File: config.mk
export PLATFORM = sky130hd
export DESIGN_NAME = manch_frame_enc
export DESIGN_NICKNAME = d
export VERILOG_FILES = /design/src/rtl/manch_enc_pkg.sv /design/src/rtl/manch_timebase.sv /design/src/rtl/manch_data_path.sv /design/src/rtl/manch_line_gen.sv /design/src/rtl/manch_frame_enc.sv
export SDC_FILE = /design/constraint.sdc
export NUM_CORES = 1
export LEC_CHECK = 0
export ABC_AREA = 1
export BUFFER_PORTS_ARGS = -buffer_cell sky130_fd_sc_hd__buf_2
export CAP_MARGIN = 30
export CORE_UTILIZATION = 42
export DETAILED_ROUTE_END_ITERATION = 6
export PLACE_DENSITY = 0.63
export RECOVER_POWER = 100
export SLEW_MARGIN = 20
export SYNTH_ARGS = -nofsm -noshare
export SYNTH_HDL_FRONTEND = slang
export SYNTH_HIERARCHICAL = 1
export SYNTH_SLANG_ARGS = --single-unit
File: constraint.sdc
create_clock -name clk -period 1.64 [get_ports clk]
set_input_delay 0.328 -clock clk [delete_from_list [all_inputs] [get_ports clk]]
set_output_delay 0.328 -clock clk [all_outputs]
set_load 0.01 [all_outputs]
File: src/rtl/manch_enc_pkg.sv
package manch_enc_pkg;

    typedef enum logic [1:0] {
        SEG_SYNC   = 2'd0,
        SEG_DATA   = 2'd1,
        SEG_PARITY = 2'd2
    } frame_seg_e;

    typedef struct packed {
        logic act;   // a frame half-bit is on the line
        logic lvl;   // 1 = positive sense, 0 = negative sense
    } line_sym_t;

    function automatic frame_seg_e seg_of(input int unsigned slot,
                                          input int unsigned sync_bits,
                                          input int unsigned data_w);
        if (slot < sync_bits)
            return SEG_SYNC;
        else if (slot < sync_bits + data_w)
            return SEG_DATA;
        else
            return SEG_PARITY;
    endfunction

    function automatic logic sync_level(input int unsigned half_idx,
                                        input int unsigned sync_bits,
                                        input logic cmd);
        return (half_idx < sync_bits) ? cmd : ~cmd;
    endfunction

endpackage

File: src/rtl/manch_timebase.sv
module manch_timebase #(
    parameter int SYNC_BITS = 3,
    parameter int DATA_W    = 16,
    localparam int FRAME_BITS = SYNC_BITS + DATA_W + 1,
    localparam int SLOT_W     = $clog2(FRAME_BITS)
) (
    input  logic              clk,
    input  logic              rst,
    input  logic              enable_i,
    output logic              half_o,
    output logic [SLOT_W-1:0] slot_o,
    output logic              active_o
);
    localparam logic [SLOT_W-1:0] LAST_SLOT = SLOT_W'(FRAME_BITS - 1);
    localparam logic [SLOT_W-1:0] CONT_SLOT = SLOT_W'(FRAME_BITS - 2);

    logic              half_q;
    logic [SLOT_W-1:0] slot_q;
    logic              active_q;
    logic              again_q;

    always_ff @(posedge clk) begin
        if (rst) begin
            half_q   <= 1'b0;
            slot_q   <= '0;
            active_q <= 1'b0;
            again_q  <= 1'b0;
        end else begin
            half_q <= ~half_q;
            if (half_q) begin
                if (!active_q) begin
                    if (enable_i) begin
                        active_q <= 1'b1;
                        slot_q   <= '0;
                    end
                end else if (slot_q == LAST_SLOT) begin
                    active_q <= again_q;
                    slot_q   <= '0;
                end else begin
                    slot_q <= slot_q + 1'b1;
                    if (slot_q == CONT_SLOT)
                        again_q <= enable_i;
                end
            end
        end
    end

    assign half_o   = half_q;
    assign slot_o   = slot_q;
    assign active_o = active_q;

    assert_slot_hold_R2: assert property (@(posedge clk) disable iff (rst)
        !half_q |=> (slot_q == $past(slot_q)));

    assert_start_boundary_R3: assert property (@(posedge clk) disable iff (rst)
        $rose(active_q) |-> (slot_q == '0 && !half_q));

    assert_slot_range_R1: assert property (@(posedge clk) disable iff (rst)
        active_q |-> (slot_q <= LAST_SLOT));

endmodule

File: src/rtl/manch_data_path.sv
module manch_data_path #(
    parameter int SYNC_BITS = 3,
    parameter int DATA_W    = 16,
    localparam int FRAME_BITS = SYNC_BITS + DATA_W + 1,
    localparam int SLOT_W     = $clog2(FRAME_BITS)
) (
    input  logic              clk,
    input  logic              rst,
    input  logic              active_i,
    input  logic              half_i,
    input  logic [SLOT_W-1:0] slot_i,
    input  logic              ser_data_i,
    input  logic              cmd_sel_i,
    output logic              send_data_o,
    output logic              data_bit_o,
    output logic              parity_bit_o,
    output logic              cmd_o
);
    // the source is asked one bit period ahead of the line
    localparam logic [SLOT_W-1:0] SD_FIRST = SLOT_W'(SYNC_BITS - 1);
    localparam logic [SLOT_W-1:0] SD_LAST  = SLOT_W'(SYNC_BITS + DATA_W - 2);

    logic bit_q;
    logic par_q;
    logic cmd_q;
    logic in_window;
    logic first_bit_time;

    assign in_window      = active_i && (slot_i >= SD_FIRST) && (slot_i <= SD_LAST);
    assign first_bit_time = active_i && (slot_i == '0) && !half_i;

    always_ff @(posedge clk) begin
        if (rst) begin
            bit_q <= 1'b0;
            par_q <= 1'b0;
            cmd_q <= 1'b0;
        end else if (!half_i) begin
            if (in_window) begin
                bit_q <= ser_data_i;
                par_q <= (slot_i == SD_FIRST) ? ser_data_i : (par_q ^ ser_data_i);
            end
            if (first_bit_time)
                cmd_q <= cmd_sel_i;
        end
    end

    assign send_data_o  = in_window;
    assign data_bit_o   = bit_q;
    assign parity_bit_o = ~par_q;
    assign cmd_o        = first_bit_time ? cmd_sel_i : cmd_q;

    assert_send_in_frame_R5: assert property (@(posedge clk) disable iff (rst)
        send_data_o |-> active_i);

    assert_send_rise_R5: assert property (@(posedge clk) disable iff (rst)
        $rose(send_data_o) |-> (slot_i == SD_FIRST && !half_i));

endmodule

File: src/rtl/manch_line_gen.sv
module manch_line_gen
    import manch_enc_pkg::*;
#(
    parameter int SYNC_BITS = 3,
    parameter int DATA_W    = 16,
    localparam int FRAME_BITS = SYNC_BITS + DATA_W + 1,
    localparam int SLOT_W     = $clog2(FRAME_BITS)
) (
    input  logic              clk,
    input  logic              rst,
    input  logic              active_i,
    input  logic              half_i,
    input  logic [SLOT_W-1:0] slot_i,
    input  logic              cmd_i,
    input  logic              data_bit_i,
    input  logic              parity_bit_i,
    input  logic              drive_en_i,
    output logic              pos_n_o,
    output logic              neg_n_o
);
    line_sym_t  line_q;
    line_sym_t  line_d;
    frame_seg_e seg;
    logic [SLOT_W:0] half_idx;

    assign seg      = seg_of(int'(slot_i), SYNC_BITS, DATA_W);
    assign half_idx = {slot_i, half_i};

    // the line trails the counters by one half-bit
    always_comb begin
        line_d.act = active_i;
        unique case (seg)
            SEG_SYNC:   line_d.lvl = sync_level(int'(half_idx), SYNC_BITS, cmd_i);
            SEG_DATA:   line_d.lvl = half_i ? ~line_q.lvl : data_bit_i;
            default:    line_d.lvl = half_i ? ~line_q.lvl : parity_bit_i;
        endcase
    end

    always_ff @(posedge clk) begin
        if (rst)
            line_q <= '0;
        else
            line_q <= line_d;
    end

    assign pos_n_o = ~(line_q.act &  line_q.lvl & drive_en_i);
    assign neg_n_o = ~(line_q.act & ~line_q.lvl & drive_en_i);

    assert_inhibit_R9: assert property (@(posedge clk) disable iff (rst)
        !drive_en_i |-> (pos_n_o && neg_n_o));

    assert_exclusive_R11: assert property (@(posedge clk) disable iff (rst)
        (pos_n_o || neg_n_o));

    assert_mid_flip_R6: assert property (@(posedge clk) disable iff (rst)
        (active_i && half_i && seg != SEG_SYNC) |=> (line_q.lvl != $past(line_q.lvl)));

endmodule

File: src/rtl/manch_frame_enc.sv
module manch_frame_enc #(
    parameter int SYNC_BITS = 3,
    parameter int DATA_W    = 16
) (
    input  logic clk,
    input  logic rst,
    input  logic enable_i,
    input  logic cmd_sel_i,
    input  logic ser_data_i,
    input  logic drive_en_i,
    output logic shift_clk_o,
    output logic send_data_o,
    output logic pos_n_o,
    output logic neg_n_o
);
    localparam int FRAME_BITS = SYNC_BITS + DATA_W + 1;
    localparam int SLOT_W     = $clog2(FRAME_BITS);

    logic              half;
    logic [SLOT_W-1:0] slot;
    logic              active;
    logic              cmd_eff;
    logic              data_bit;
    logic              parity_bit;

    manch_timebase #(.SYNC_BITS(SYNC_BITS), .DATA_W(DATA_W)) u_tb (
        .clk      (clk),
        .rst      (rst),
        .enable_i (enable_i),
        .half_o   (half),
        .slot_o   (slot),
        .active_o (active)
    );

    manch_data_path #(.SYNC_BITS(SYNC_BITS), .DATA_W(DATA_W)) u_dp (
        .clk          (clk),
        .rst          (rst),
        .active_i     (active),
        .half_i       (half),
        .slot_i       (slot),
        .ser_data_i   (ser_data_i),
        .cmd_sel_i    (cmd_sel_i),
        .send_data_o  (send_data_o),
        .data_bit_o   (data_bit),
        .parity_bit_o (parity_bit),
        .cmd_o        (cmd_eff)
    );

    manch_line_gen #(.SYNC_BITS(SYNC_BITS), .DATA_W(DATA_W)) u_lg (
        .clk          (clk),
        .rst          (rst),
        .active_i     (active),
        .half_i       (half),
        .slot_i       (slot),
        .cmd_i        (cmd_eff),
        .data_bit_i   (data_bit),
        .parity_bit_i (parity_bit),
        .drive_en_i   (drive_en_i),
        .pos_n_o      (pos_n_o),
        .neg_n_o      (neg_n_o)
    );

    assign shift_clk_o = half;

    assert_abort_clears_R10: assert property (@(posedge clk)
        rst |=> (!send_data_o && !shift_clk_o && pos_n_o && neg_n_o));

endmodule

---- Yosys cells after proc, flatten, opt, wreduce, memory -nomap -nowiden ----
Cells that the tools add are included.
operators by class
  add/subtract/negate cells ............... 1
  order comparisons ....................... 5
  equality and inequality tests ........... 4
  multiplexer cells ....................... 14
  bitwise logic cells ..................... 12
  reduce and logical (&&, ||, !) cells .... 11
operators with widths
  cell                                                                           number
  5-bit 2-to-1 mux                                                               3
  5-bit equality test (second input constant)                                    2
  1-bit 2-to-1 mux                                                               8
  1-bit inverter                                                                 7
  6-bit by 2-bit less-than comparator with 1-bit output (second input constant)  1
  5-bit by 1-bit adder with 5-bit output (second input constant)                 1
  5-bit by 2-bit equality test with 1-bit output (second input constant)         1
  5-bit by 2-bit >= comparator with 1-bit output (second input constant)         1
  5-bit less-or-equal comparator (second input constant)                         1
  5-bit logical NOT                                                              1
  5-bit by 2-bit less-than comparator with 1-bit output (second input constant)  1
  5-bit less-than comparator (second input constant)                             1
  1-bit bitwise AND                                                              4
  1-bit logical AND                                                              4
  2-bit 2-to-1 mux                                                               2
  2-bit AND reduction                                                            2
  4-bit AND reduction                                                            1
  2-bit by 1-bit equality test with 1-bit output (second input constant)         1
  2-bit logical NOT                                                              1
  1-bit one-hot mux with 2 select lines                                          1
  2-bit nonzero test                                                             1
  1-bit logical NOT                                                              1
  1-bit bitwise XOR                                                              1
word-level totals
  register bits ........................... 13
  bits of input ports ..................... 6

---- Logic depth before layout (Yosys ltp) ----
  depth in word-level cells ............... 7
  mapped depth ............................ 10
  gate-level depth less buffers ........... 10

---- Modules after synthesis ----
The synthesis kept the hierarchy.
modules (own cells, without submodules)
  module           times used  cells each  area each (um^2)
  manch_timebase   1           68          441.7
  manch_data_path  1           40          232.7
  manch_line_gen   1           32          182.7

---- Worst setup path before layout ----
No wires, ideal clock.
  kind .................................... register to register
  start point ............................. reg u_tb.slot_q[3] (netlist: u_tb/slot_o[3])
  end point ............................... reg u_lg/line_q[0] (netlist bit)
  library setup time ...................... 0.118 ns
  arrival time ............................ 1.185 ns
  required time ........................... 1.522 ns
  path slack .............................. 0.336 ns
  stages on the path, launching flop included .. 9
  buffers on the path ..................... 0
  cells stage by stage .................... dfxtp_1 > nor3_2 > nand3_2 > o21ai_1 > inv_1 > inv_1 > nand4_1 > nand3_1 > a21oi_2
on the way
  cells in the longest elaborated chain, start to end .. 7
  elaborated cells on any way between the ends .. 14
  those cells by class .................... order compare: 3; eq/ne: 1; mux: 5; bitwise: 1; reduce/logical: 4
RTL lines
  element                                  line                   RTL
  from (decl)                              manch_timebase.sv:18   logic [SLOT_W-1:0] slot_q;
  from (signal assigned)                   manch_timebase.sv:40   slot_q <= slot_q + 1'b1;
  5-bit logical NOT *                      manch_data_path.sv:30  assign first_bit_time = active_i && (slot_i == '0) && !half_i;
  1-bit logical AND * (2 in a row)         manch_data_path.sv:30
  1-bit 2-to-1 mux *                       manch_data_path.sv:50  assign cmd_o = first_bit_time ? cmd_sel_i : cmd_q;
  via cmd_eff                              manch_frame_enc.sv:22  logic cmd_eff;
  1-bit inverter                           manch_enc_pkg.sv:28    return (half_idx < sync_bits) ? cmd : ~cmd;
  1-bit 2-to-1 mux *                       manch_enc_pkg.sv:28
  1-bit one-hot mux with 2 select lines *  manch_line_gen.sv:32   unique case (seg)
  to (signal assigned)                     manch_line_gen.sv:43   line_q <= line_d;
  to (decl)                                manch_line_gen.sv:21   line_sym_t line_q;
The timed path passes the listed nets; every way through them passes the cells marked *.
A chain may end at the register's enable or synchronous reset.

---- Worst setup path in the final report ----
  start point ............................. reg u_tb.half_q (netlist: u_tb/half_o)
  end point ............................... out shift_clk_o
RTL lines
  element                 line                   RTL
  from (decl)             manch_timebase.sv:17   logic half_q;
  from (signal assigned)  manch_timebase.sv:29   half_q <= ~half_q;
  to (decl)               manch_frame_enc.sv:11  output logic shift_clk_o,
No word-level cell between the ends.

==> impl_results.md <==
* Status: complete, no violations
* Worst Clk Skew at 0.00382 ns
* Area grow syn2layout at 13.9%
* Distinct cell type count after synthesis at 21
* Remaining DRCs at 0
* Most frequent cell after synthesis: nand2_1
* Initial antenna violation count at 0
* Share of layout cells above drive strength 1 at 16.5%
* Largest family of logic cells by synthesized area: simple AND/OR/NAND/NOR gates
* Port-buffer cells at 9
* Clk_lat worst skew at 0.28 ns
* Core area at 1820 um2
* Row Count at 15
* Post-Synthesis Cells at 140
* Crit Path Max Fanout at 10
* Placed cell areas at 971 um2
* Simple-gate share of the synthesized area at 46.9%
* Setup bufs post-CTS at 0
* Number of global-route vias before repair at 751
* Avg Inst Size Synth at 6.12 um2
* Total negative slack at 0 ns
* Sw Share at 28.1%
* Design Power at 624 uW
* Final count of pins violating max slew at 0
* Final Wtd Congestion at 0.762
* Min-delay worst type: in -> reg
* Tmin final at 1.53 ns
* Gr ovfl total at 0
* Post-route cell area at 976 um2
* Post-synth EDFFs at 0
* Clock transition at path regs at 0.08 ns
* Wire length per cell at 10.4 um
* Comb power frac at 14.0%
* NetSw at 175 uW
* DRT Pass-1 Iters at 5
* Post-synthesis adder-cell area fraction at 2.92%
* Pre-CTS setup slack at 0.212 ns
* Yosys warns at 6
* Main synth FF type: dfxtp_1
* Post-synthesis mux area share at 0%
* Internal at 449 uW
* Mapped Nets at 148
* Area leader, netlist: dfxtp_1
* Max_cap viols at 0
* RSZ-0062 raised after global routing: no
* Post-Syn Area at 857 um2
* Synth top cells by count: 39 x nand2_1, 25 x inv_1, 25 x nor2_1
* Initial Utilization at 47.1%
* Drt via density at 4.77
* Detailed placement HPWL at 1.43 mm
* Post-route setup slack at 0.113 ns
* PwrDens at 640 nW/um2
* Synth Area in Compound Gates at 7.01%
* Via Count at 872
* CP Launch Type: flip-flop
* IO Pins at 10
* Clk Tree Root Cell: clkbuf_4
* Ys async rst share at 0%
* Max clock buf depth at 2
* Seq/Total Area, Yosys at 30.4%
* CP Data Arrival Time at 1.20 ns
* Final Hold Viols at 0
* CTS Buf Count at 3
* CP Capture Type: output pin
* Fin nets at 167
* Maximum vdd drop at 0.000493 V
* Clock group share of total power at 33.2%
* WP data required at 1.31 ns
* Routed WL at 1.90 mm
* Total GRT Usage at 20.8%
* Die H at 47.2 um
* Final hold slack at 0.295 ns
* CTS tree: done
* H-Tree Depth at 1
* XOR/XNOR Fraction of Synth Area at 1.02%
* Final antenna-violating net count at 0
* Final period util at 93.1%
* Area share of the leading cell type in the synthesized netlist at 30.4%
* Leak at 0.000474 uW
* Antenna Cells at 0
* TritonCTS sink count at 13
* Global-route wire length before repair at 3.13 mm
* #FFs+latches synth at 13
* Sequential Power Share at 52.8%
* Largest net degree at the start of global routing at 11
* Worst Setup Path Type: reg -> out
* Actual slew at the worst max-slew pin at 0.439 ns
* Worst rel slew slack at 70.7%
* DIE WIDTH at 47.2 um
* Max frequency at 0.655 GHz
* Initial DRC count at 34
* Die ar. at 2230 um2
* # setup viols final at 0
* Synth area leaders: dfxtp_1 30%, nand2_1 17%, inv_1 11%
worst max-delay path, stage by stage (launching register included):
cell and delay (ns):
dfxtp_1 0.34, clkbuf_1 0.36, clkbuf_2 0.21
repair_timing:
action	CTS	global route
endpoints found under the setup margin	1	1
hold buffers	0	0
resized for setup	3	2
kinds of logic (layout without fill, tap and decap cells):
| logic type | count (synthesis) | count (layout) |
|---|---|---|
| AOI/OAI and AO/OA | 10 | 10 |
| DFF | 13 | 13 |
| and+or+nand+nor | 87 | 87 |
| buffers and inverters | 27 | 45 |
| adders and majority gates | 2 | 2 |
| xor gates and xnor gates | 1 | 1 |
layer usage:
| layer | GRT usage (%) | up-vias | routed length (um) |
|---|---|---|---|
| li1 | - | 466 | - |
| met1 | 28.2 | 374 | 950 |
| met2 | 28.9 | 32 | 859 |
| met3 | 5.77 | 0 | 86 |
| met4 | 12.6 | 0 | 0 |
| met5 | 0 | - | 0 |
power by group through the flow:
stage | sequential, uW | clock, uW | combinational [uW]
after floorplan | 344 | 0 | 54.6
after global placement | 338 | 0 | 91.9
final | 330 | 207 | 87.1
after CTS | 331 | 218 | 93.3
after detailed placement | 339 | 0 | 92.9
after global routing | 331 | 233 | 98.1
registers in the layout (all words and copies together) (netlist names):
signal / count
u_tb/active_o: 1
u_dp/cmd_q: 1
u_tb/again_q: 1
u_lg/line_q: 2
u_tb/slot_o: 5
u_dp/data_bit_o: 1
u_dp/par_q: 1
u_tb/half_o: 1
worst paths after layout:
check / startpoint / endpoint / slack (ns) / cells after the start
worst min-delay path: rst / u_tb/slot_o[1] / 0.29 / 2
worst min register to register: u_tb/again_q / u_tb/again_q / 0.49 / 2
worst max-delay path: u_tb/half_o / shift_clk_o / 0.11 / 2
worst max register to register: u_tb/half_o / u_tb/slot_o[2] / 0.14 / 6
cell usage in the layout, fill, tap and decap left out, drive strengths merged:
cell and n:
clkbuf 9, o21ai 5, ha 2, and2 1
inv 27, xor2 1, nor2 29, buf 9
dfxtp 13, nand4 3, a21oi 4, nor3 2
nand3 12, o21bai 1, nand2 39, nand3b 1
final cells by class:
cell class / instances / area (um2)
inverter: 27 / 101
clock buffer: 4 / 26.3
multi-input combinational: 100 / 477
timing repair buffer: 14 / 72.6
tap: 25 / 31.3
sequential: 13 / 268
fill: 192 / 845
metrics by stage:
stage               util, %  std cells
finish                 53.6        183
global route           53.6        183
CTS                    55.0        183
detailed placement     53.3        179
global placement       53.3        179
floorplan                 -        140
Power figures use the tool's default switching activity.
